`config.mk`:
```
export PLATFORM = sky130hd
export DESIGN_NAME = cart_total_top
export DESIGN_NICKNAME = d
export VERILOG_FILES = /design/src/rtl/cart_pkg.sv /design/src/rtl/cart_table.sv /design/src/rtl/cart_addsub.sv /design/src/rtl/cart_mul.sv /design/src/rtl/cart_total_top.sv
export SDC_FILE = /design/constraint.sdc
export NUM_CORES = 1
export LEC_CHECK = 0
export BUFFER_PORTS_ARGS = -buffer_cell sky130_fd_sc_hd__buf_2
export CAP_MARGIN = 20
export CELL_PAD_IN_SITES_DETAIL_PLACEMENT = 0
export CELL_PAD_IN_SITES_GLOBAL_PLACEMENT = 1
export CORE_MARGIN = 5
export CORE_UTILIZATION = 55
export DETAILED_ROUTE_END_ITERATION = 10
export GPL_TIMING_DRIVEN = 0
export PLACE_DENSITY = 0.84
export SLEW_MARGIN = 20
export SYNTH_ARGS = -nofsm -noshare
export SYNTH_HDL_FRONTEND = slang
export SYNTH_SLANG_ARGS = --single-unit
```
`constraint.sdc`:
```
create_clock -name clk_i -period 7.44 [get_ports clk_i]
set_clock_uncertainty 0.2 [all_clocks]
set_input_delay 0.372 -clock clk_i [delete_from_list [all_inputs] [get_ports clk_i]]
set_output_delay 0.372 -clock clk_i [all_outputs]
set_load 0.005 [all_outputs]
```
`src/rtl/cart_pkg.sv`:
```
package cart_pkg;
  typedef enum logic [2:0] {
    OP_NOP = 3'd0,
    OP_WR  = 3'd1,
    OP_ADD = 3'd2,
    OP_DEL = 3'd3,
    OP_CPN = 3'd4,
    OP_CHK = 3'd5
  } op_e;

  localparam logic KIND_PRICE  = 1'b0;
  localparam logic KIND_COUPON = 1'b1;
endpackage

```
`src/rtl/cart_table.sv`:
```
module cart_table #(
  parameter int ADDR_W = 5,
  parameter int VAL_W  = 14
) (
  input  logic              clk_i,
  input  logic              rst_ni,
  input  logic              we_i,
  input  logic [ADDR_W-1:0] addr_i,
  input  logic [VAL_W-1:0]  wdata_i,
  input  logic              wtag_i,
  output logic [VAL_W-1:0]  rdata_o,
  output logic              rtag_o
);
  localparam int DEPTH = 1 << ADDR_W;

  logic [VAL_W-1:0] val_q [DEPTH];
  logic [DEPTH-1:0] tag_q;

  for (genvar i = 0; i < DEPTH; i++) begin : g_ent
    always_ff @(posedge clk_i or negedge rst_ni) begin
      if (!rst_ni) begin
        val_q[i] <= '0;
        tag_q[i] <= 1'b0;
      end else if (we_i && addr_i == ADDR_W'(i)) begin
        val_q[i] <= wdata_i;
        tag_q[i] <= wtag_i;
      end
    end
  end

  assign rdata_o = val_q[addr_i];
  assign rtag_o  = tag_q[addr_i];
endmodule

```
`src/rtl/cart_addsub.sv`:
```
module cart_addsub #(
  parameter int W = 14
) (
  input  logic [W-1:0] a_i,
  input  logic [W-1:0] b_i,
  input  logic         cin_i,
  output logic [W-1:0] sum_o
);
  // cin=1: invert b and add one -> a - b
  logic [W-1:0] b_x;
  assign b_x   = b_i ^ {W{cin_i}};
  assign sum_o = a_i + b_x + W'(cin_i);
endmodule

```
`src/rtl/cart_mul.sv`:
```
module cart_mul #(
  parameter int AW = 14,
  parameter int BW = 7
) (
  input  logic [AW-1:0]    a_i,
  input  logic [BW-1:0]    b_i,
  output logic [AW+BW-1:0] p_o
);
  localparam int PW = AW + BW;

  logic [PW-1:0] acc [BW+1];
  assign acc[0] = '0;

  for (genvar i = 0; i < BW; i++) begin : g_pp
    logic [PW-1:0] pp;
    assign pp       = b_i[i] ? (PW'(a_i) << i) : '0;
    assign acc[i+1] = acc[i] + pp;
  end

  assign p_o = acc[BW];
endmodule

```
`src/rtl/cart_total_top.sv`:
```
module cart_total_top
  import cart_pkg::*;
#(
  parameter int CODE_W = 4,
  parameter int VAL_W  = 14,
  parameter int TAX_W  = 7,
  parameter int BASE   = 100
) (
  input  logic                   clk_i,
  input  logic                   rst_ni,
  input  logic [2:0]             op_i,
  input  logic                   kind_i,
  input  logic [CODE_W-1:0]      code_i,
  input  logic [VAL_W-1:0]       data_i,
  output logic [VAL_W-1:0]       last_o,
  output logic [VAL_W+TAX_W-1:0] total_o,
  output logic                   err_o
);
  localparam int ADDR_W = CODE_W + 1;
  localparam int TOT_W  = VAL_W + TAX_W;

  op_e               op;
  logic [ADDR_W-1:0] addr;
  logic [VAL_W-1:0]  rd_val, sum;
  logic              rd_tag, want_tag, lookup, tag_ok, sub;
  logic [TAX_W-1:0]  factor;
  logic [TOT_W-1:0]  prod, total_q;
  logic [VAL_W-1:0]  last_q;
  logic              err_q, closed_q;

  assign op   = op_e'(op_i);
  assign addr = {kind_i, code_i};

  cart_table #(.ADDR_W(ADDR_W), .VAL_W(VAL_W)) i_table (
    .clk_i   (clk_i),
    .rst_ni  (rst_ni),
    .we_i    (op == OP_WR),
    .addr_i  (addr),
    .wdata_i (data_i),
    .wtag_i  (kind_i),
    .rdata_o (rd_val),
    .rtag_o  (rd_tag)
  );

  always_comb begin
    lookup   = 1'b0;
    sub      = 1'b0;
    want_tag = KIND_PRICE;
    unique case (op)
      OP_ADD: lookup = 1'b1;
      OP_DEL: begin lookup = 1'b1; sub = 1'b1; end
      OP_CPN: begin lookup = 1'b1; sub = 1'b1; want_tag = KIND_COUPON; end
      default: ;
    endcase
  end

  assign tag_ok = (rd_tag == want_tag);
  assign factor = data_i[TAX_W-1:0] + TAX_W'(BASE);

  cart_addsub #(.W(VAL_W)) i_addsub (
    .a_i   (total_q[VAL_W-1:0]),
    .b_i   (rd_val),
    .cin_i (sub),
    .sum_o (sum)
  );

  cart_mul #(.AW(VAL_W), .BW(TAX_W)) i_mul (
    .a_i (total_q[VAL_W-1:0]),
    .b_i (factor),
    .p_o (prod)
  );

  always_ff @(posedge clk_i or negedge rst_ni) begin
    if (!rst_ni) begin
      total_q  <= '0;
      last_q   <= '0;
      err_q    <= 1'b0;
      closed_q <= 1'b0;
    end else begin
      err_q <= 1'b0;
      if (!closed_q) begin
        if (lookup) begin
          if (tag_ok) begin
            total_q <= TOT_W'(sum);
            last_q  <= rd_val;
          end else begin
            err_q <= 1'b1;
          end
        end else if (op == OP_CHK) begin
          total_q  <= prod;
          closed_q <= 1'b1;
        end
      end
    end
  end

  assign total_o = total_q;
  assign last_o  = last_q;
  assign err_o   = err_q;
endmodule

```
==> results of run 1 <==
## critical path, delay by kind of cell
family / cells / cell delay [ns]
AO/OA/AOI/OAI: 8 / 2.13
AND/OR/NAND/NOR: 2 / 0.31
multiplexers: 1 / 0.35
buffers and inverters: 6 / 1.21
adder cells (fa/ha/maj): 5 / 2.20
XOR/XNOR: 1 / 0.42
## per-stage QoR
stage,setup TNS (ns),std cells
global route,0,2737
detailed placement,0,2628
global placement,-2197.66,2622
floorplan,0,1946
CTS,0,2737
finish,0,2738
## state kept, by name, indices dropped and copies added (netlist names)
register       flops
last_o            14
total_o           21
i_table.val_q    448
closed_q           1
err_o              1
i_table.tag_q     32
## cell type report
cell class | instances | area share
Multi-Input combinational cell | 1176 | 0.432
Sequential cell | 517 | 0.431
Clock inverter | 22 | 0.00679
Buffer | 140 | 0.0201
Inverter | 113 | 0.0141
Antenna cell | 1 | 0.0000834
Tap cell | 622 | 0.0259
Clock buffer | 75 | 0.0513
Timing Repair Buffer | 72 | 0.0188
## how the worst min path moves through the flow
stage,start,endpoint,cells past startpoint
2_1_floorplan,rst_ni,closed_q,0
3_3_place_gp,i_table.tag_q[26],i_table.tag_q[26],1
3_5_place_dp,rst_ni,i_table.val_q[197],1
4_1_cts,op_i[2],err_o,4
5_1_grt,data_i[6],i_table.val_q[34],2
6_report,op_i[2],err_o,4
## synthesized netlist by cell type (all sizes together) (15+ instances only)
cell type,count
o21ai,30
nand2,99
fa,63
inv,113
mux4,144
mux2,451
nor3,15
nand3,20
nor2,47
and2,45
clkbuf,95
dfrtp,517
xnor2,23
buf,45
mux2i,26
nand2b,35
ha,47
nor2b,23
a21oi,31
## power breakdown
part	internal [uW]	switching, uW	leakage [uW]
clock network	1520	1150	0.000860
logic	2360	3180	0.00669
registers	3070	236	0.00700
total	6950	4560	0.0145
## cells by family after synthesis
group / Yosys count
DFF: 517
xor gates and xnor gates: 32
and+or+nand+nor: 310
muxes: 621
AOI/OAI and AO/OA: 103
buffers and inverters: 253
adders and majority gates: 110
## per-layer routing
metal / up-vias / share of wire / global-route usage
met5: - / 0 / 0
met4: 0 / 0.036 / 0.0853
met3: 162 / 0.062 / 0.0484
met2: 577 / 0.49 / 0.445
met1: 8906 / 0.41 / 0.371
li1: 7147 / - / -
## timing repair
item	4_1_cts	5_1_grt
hold buffers	12	0
buffers inserted	0	0
hold endpoints to repair	227	0
==> flow_summary.toml, run 1 <==
[status]
status = "complete, no violations"

[cells_and_area]
fillers = 3737
final_cell_mix = "517 x dfrtp_1, 451 x mux2_2, 144 x mux4_2"
multi_input_area_mm2 = 0.0130
final-seq-area_mm2 = 0.0129
layout_commonest_cell = "dfrtp_1"
nNetsFinal = 2207
utilization = 0.617
postLayoutCellArea_mm2 = 0.0300
drive_above_1_share = 0.378
area_growth_pct = 11.6

[setup_path]
slowest_stage = "a2111oi_0"
crit_path_cell_trace = "clkbuf_1, a21oi_1, xnor2_1, clkbuf_1, nor2_1, fa_1, inv_1, fa_1, inv_1, fa_1, inv_1, fa_1, inv_1, ha_1, a21o_1, a21o_1, a21oi_1, o21ai_0, a2111oi_0, o31ai_1, nand2_1, mux2_2, o21ai_1"
r2r-start = "total_o[0]"
max_stage_delay_ns = 0.79
crit_end = "total_o[18]"
crit_required_ns = 7.78
r2r_setup_slack_ns = 1.38
crit_start = "data_i[4]"
cp-start-kind = "primary input"
crit_type = "in2reg"
r2r-end = "total_o[18]"
endpoint_kind = "register"
crit_path_max_fanout = 10
crit_arrival_ns = 7.00
rr_worst_depth = 21

[cts]
path_clk_slew_ns = 0.07
cts_buffers = 53
ctsResizeCount = 0
cts_tree = "built"
h-tree-depth = 2
root_buffer = "clkbuf_16"
clk_latency_ns = 0.61
clockBufferDepth = 3
cts_num_sinks = 517

[die]
ios = 60
die_area_mm2 = 0.0534
die_h_um = 231
die_w_um = 231
initial_core_util = 0.553
coreArea_mm2 = 0.0486
rows = 81

[logic_synthesis]
synth_compound_area_frac = 0.0244
yosysSeqAreaShare = 0.481
yosys_warnings = 0
muxShareOfSynthArea = 0.320
yosys.area_share.simple = 0.0577
synth_top_area_frac = 0.481
syn_avg_cell_area_um2 = 13.8
ys.flop_type = "dfrtp_1"
synthXorXnorAreaFrac = 0.0104
synth_top_family_by_area = "multiplexers"
synth_top_cell_by_area = "dfrtp_1"
syn_inst = 1946
syn_area_mm2 = 0.0269
netlist-cell-type-count = 55
synth_edf_count = 0
synth_fp_nets = 2080
synth_fa_ha_area_frac = 0.0687
async_flop_share = 1.00
synth_seq_cells = 517
synthTopCellsByArea = "dfrtp_1 48%, mux2_2 19%, mux4_2 12%, fa_1 4.7%, ha_1 2.2%"

[timing]
fin_crit_ns = 6.67
setup-violations-final = 0
rsz0062_at_grt = "no"
holdWs_ns = 0.0466
hold_viol_final = 0
max-slew-margin-rel = 0.201
period_share = 0.896
tightestPinTransition_ns = 1.20
fmax_ghz = 0.150
worst_slack_ns = 0.774
final_max_slew_viol_count = 0

[routing]
wirelength_um = 70300
firstDrtPassIters = 6
drc = 0
drtAntennaViolNets = 0
via_per_inst = 6.13
routedWlPerCell_um = 25.7
vias = 16800
dr.first_iter.drc_count = 1425

[min_path]
min_path_type = "in2reg"

[pwr]
powerDensity_mw_per_mm2 = 383
vdd_drop_max_mv = 0.430
finalPower_uw = 11500
power_leakage_uw = 0.0145

[placed_design]
dp_hpwl_um = 50200
place.gp.congestion = 0.869
dp_slack_ns = 0.134
placed_area_mm2 = 0.0281
io_buffers = 54

[run]
drv_cap = 0

[grt]
grtUsageTotal = 0.270
antenna_found_initial = 1
grt_max_degree = 108
grt_pass1_wl_um = 110000
grt_pass1_vias = 17900
grt-ovfl-total = 0
(Power assumes the default switching activity.)
==> run 2: changes to the inputs <==
- CORE_UTILIZATION: 55 -> 50
- PLACE_DENSITY: 0.84 -> 0.77
==> run 2 against run 1 <==
Maximum frequency down 2.6%. Register-to-register slack worse by 0.10 ns. Cell area up 0.64%. Wire length up 2.3%. Core utilization down 5.3 points. Critical endpoint unchanged.
==> flow_summary.toml, run 2 (synthesis gave the netlist of run 1 again) <==
[setup_path]
r2r-start = "total_o[0]"
r2r-end = "total_o[18]"
r2r_setup_slack_ns = 1.28
endpoint_kind = "register"
rr_worst_depth = 21
crit_type = "in2reg"
crit_arrival_ns = 7.17
crit_path_max_fanout = 10
crit_required_ns = 7.77
cp-start-kind = "primary input"

[cells_and_area]
layout_commonest_cell = "dfrtp_1"
multi_input_area_mm2 = 0.0130
final-seq-area_mm2 = 0.0129
largest_reg_flops = 448
antenna_cells = 0
final_cell_mix = "517 x dfrtp_1, 451 x mux2_2, 144 x mux4_2"
fillers = 4381
nNetsFinal = 2208
area_growth_pct = 12.3
postLayoutCellArea_mm2 = 0.0302
regMostFlops = "i_table.val_q"
drive_above_1_share = 0.379

[timing]
tightestPinTransition_ns = 1.11
setup-violations-final = 0
period_share = 0.919
hold_viol_final = 0
rsz0062_at_grt = "no"
holdWs_ns = 0.0470
fin_crit_ns = 6.84
fmax_ghz = 0.146
tns_ns = 0
final_max_slew_viol_count = 0
max-slew-margin-rel = 0.263

[grt]
grt_use_met3 = 0.0415
grtUsageTotal = 0.247
grt_max_degree = 104
grt_pass1_wl_um = 111000
top_usage_layer = "met2"
grt_pass1_vias = 17800
use_met1 = 0.336
use_met2 = 0.414
antenna_found_initial = 0
grt-ovfl-total = 0

[die]
coreArea_mm2 = 0.0536
die_w_um = 242
ios = 60
die_area_mm2 = 0.0585
initial_core_util = 0.502
rows = 85
die_h_um = 242

[routing]
vias = 16600
routedWlPerCell_um = 25.6
firstDrtPassIters = 6
drtAntennaViolNets = 0
drc = 0
dr.first_iter.drc_count = 1082
via_per_inst = 5.91
wirelength_um = 72000

[cts]
clk_latency_ns = 0.62
cts-hold-fix-buffers = 10
h-tree-depth = 2
ctsResizeCount = 0
cts_num_sinks = 517
post_cts_buffers = 0
path_clk_slew_ns = 0.06
root_buffer = "clkbuf_16"
clockBufferDepth = 3
cts_buffers = 55
cts_tree = "built"

[placed_design]
place.gp.congestion = 0.838
dp_hpwl_um = 51300
placed_area_mm2 = 0.0282
io_buffers = 54

[min_path]
hold_depth = 2
min_path_type = "in2reg"
min_from = "data_i[6]"
worstHoldEndpoint = "i_table.val_q[34]"

[status]
status = "complete, no violations"

[run]
drv_cap = 0

[pwr]
powerDensity_mw_per_mm2 = 386
power_leakage_uw = 0.0146
vdd_drop_max_mv = 0.593
-- run 2: layout make-up --
type | count | share of cell area
clock buffer | 86 | 0.0554
sequential | 517 | 0.428
timing repair buffer | 71 | 0.0180
tap | 696 | 0.0288
inverter | 113 | 0.0140
multi-input combinational | 1176 | 0.429
buffer | 140 | 0.0200
clock inverter | 13 | 0.00642
-- run 2: where the power goes --
part           switching (uW)  total (uW)  internal, uW
logic                    3190        5550          2350
registers                 237        3310          3070
clock network            1150        2800          1650
-- run 2: per-stage QoR --
stage          worst slack, ns  utilization  power [uW]  instances
3_5_place_dp            -0.101        0.527        8850       2702
3_3_place_gp             -4.51        0.523        8760       2696
2_1_floorplan             1.67            -        7350       1946
5_1_grt                  0.125        0.564       12600       2812
6_report                 0.599        0.564       11700       2812
4_1_cts                  0.509        0.563       11700       2811
-- run 2: how the worst max path moves through the flow --
stage | to | cells after the start | startpoint
finish | total_o[18] | 23 | data_i[4]
global route | total_o[18] | 23 | data_i[4]
CTS | total_o[18] | 23 | data_i[4]
detailed placement | total_o[18] | 23 | data_i[4]
global placement | i_table.val_q[418] | 1 | rst_ni
floorplan | total_o[18] | 23 | data_i[4]
-- run 2: metal layers --
| metal | vias to the layer above | share of wire |
|---|---|---|
| li1 | 7170 | - |
| met1 | 8882 | 0.43 |
| met2 | 429 | 0.49 |
| met3 | 130 | 0.048 |
| met4 | 0 | 0.033 |
| met5 | - | 0 |
-- run 2: critical path, stage by stage --
cell and delay, ns:
clkbuf_1 0.69, a21oi_1 0.19, xnor2_1 0.43, clkbuf_1 0.40, nor2_1 0.11, fa_1 0.49
inv_1 0.05, fa_1 0.48, inv_1 0.05, fa_1 0.48, inv_1 0.05, fa_1 0.48
inv_1 0.06, ha_1 0.26, a21o_1 0.17, a21o_1 0.20, a21oi_1 0.20, o21ai_0 0.23
a2111oi_0 0.81, o31ai_1 0.29, nand2_1 0.19, mux2_2 0.35, o21ai_1 0.11
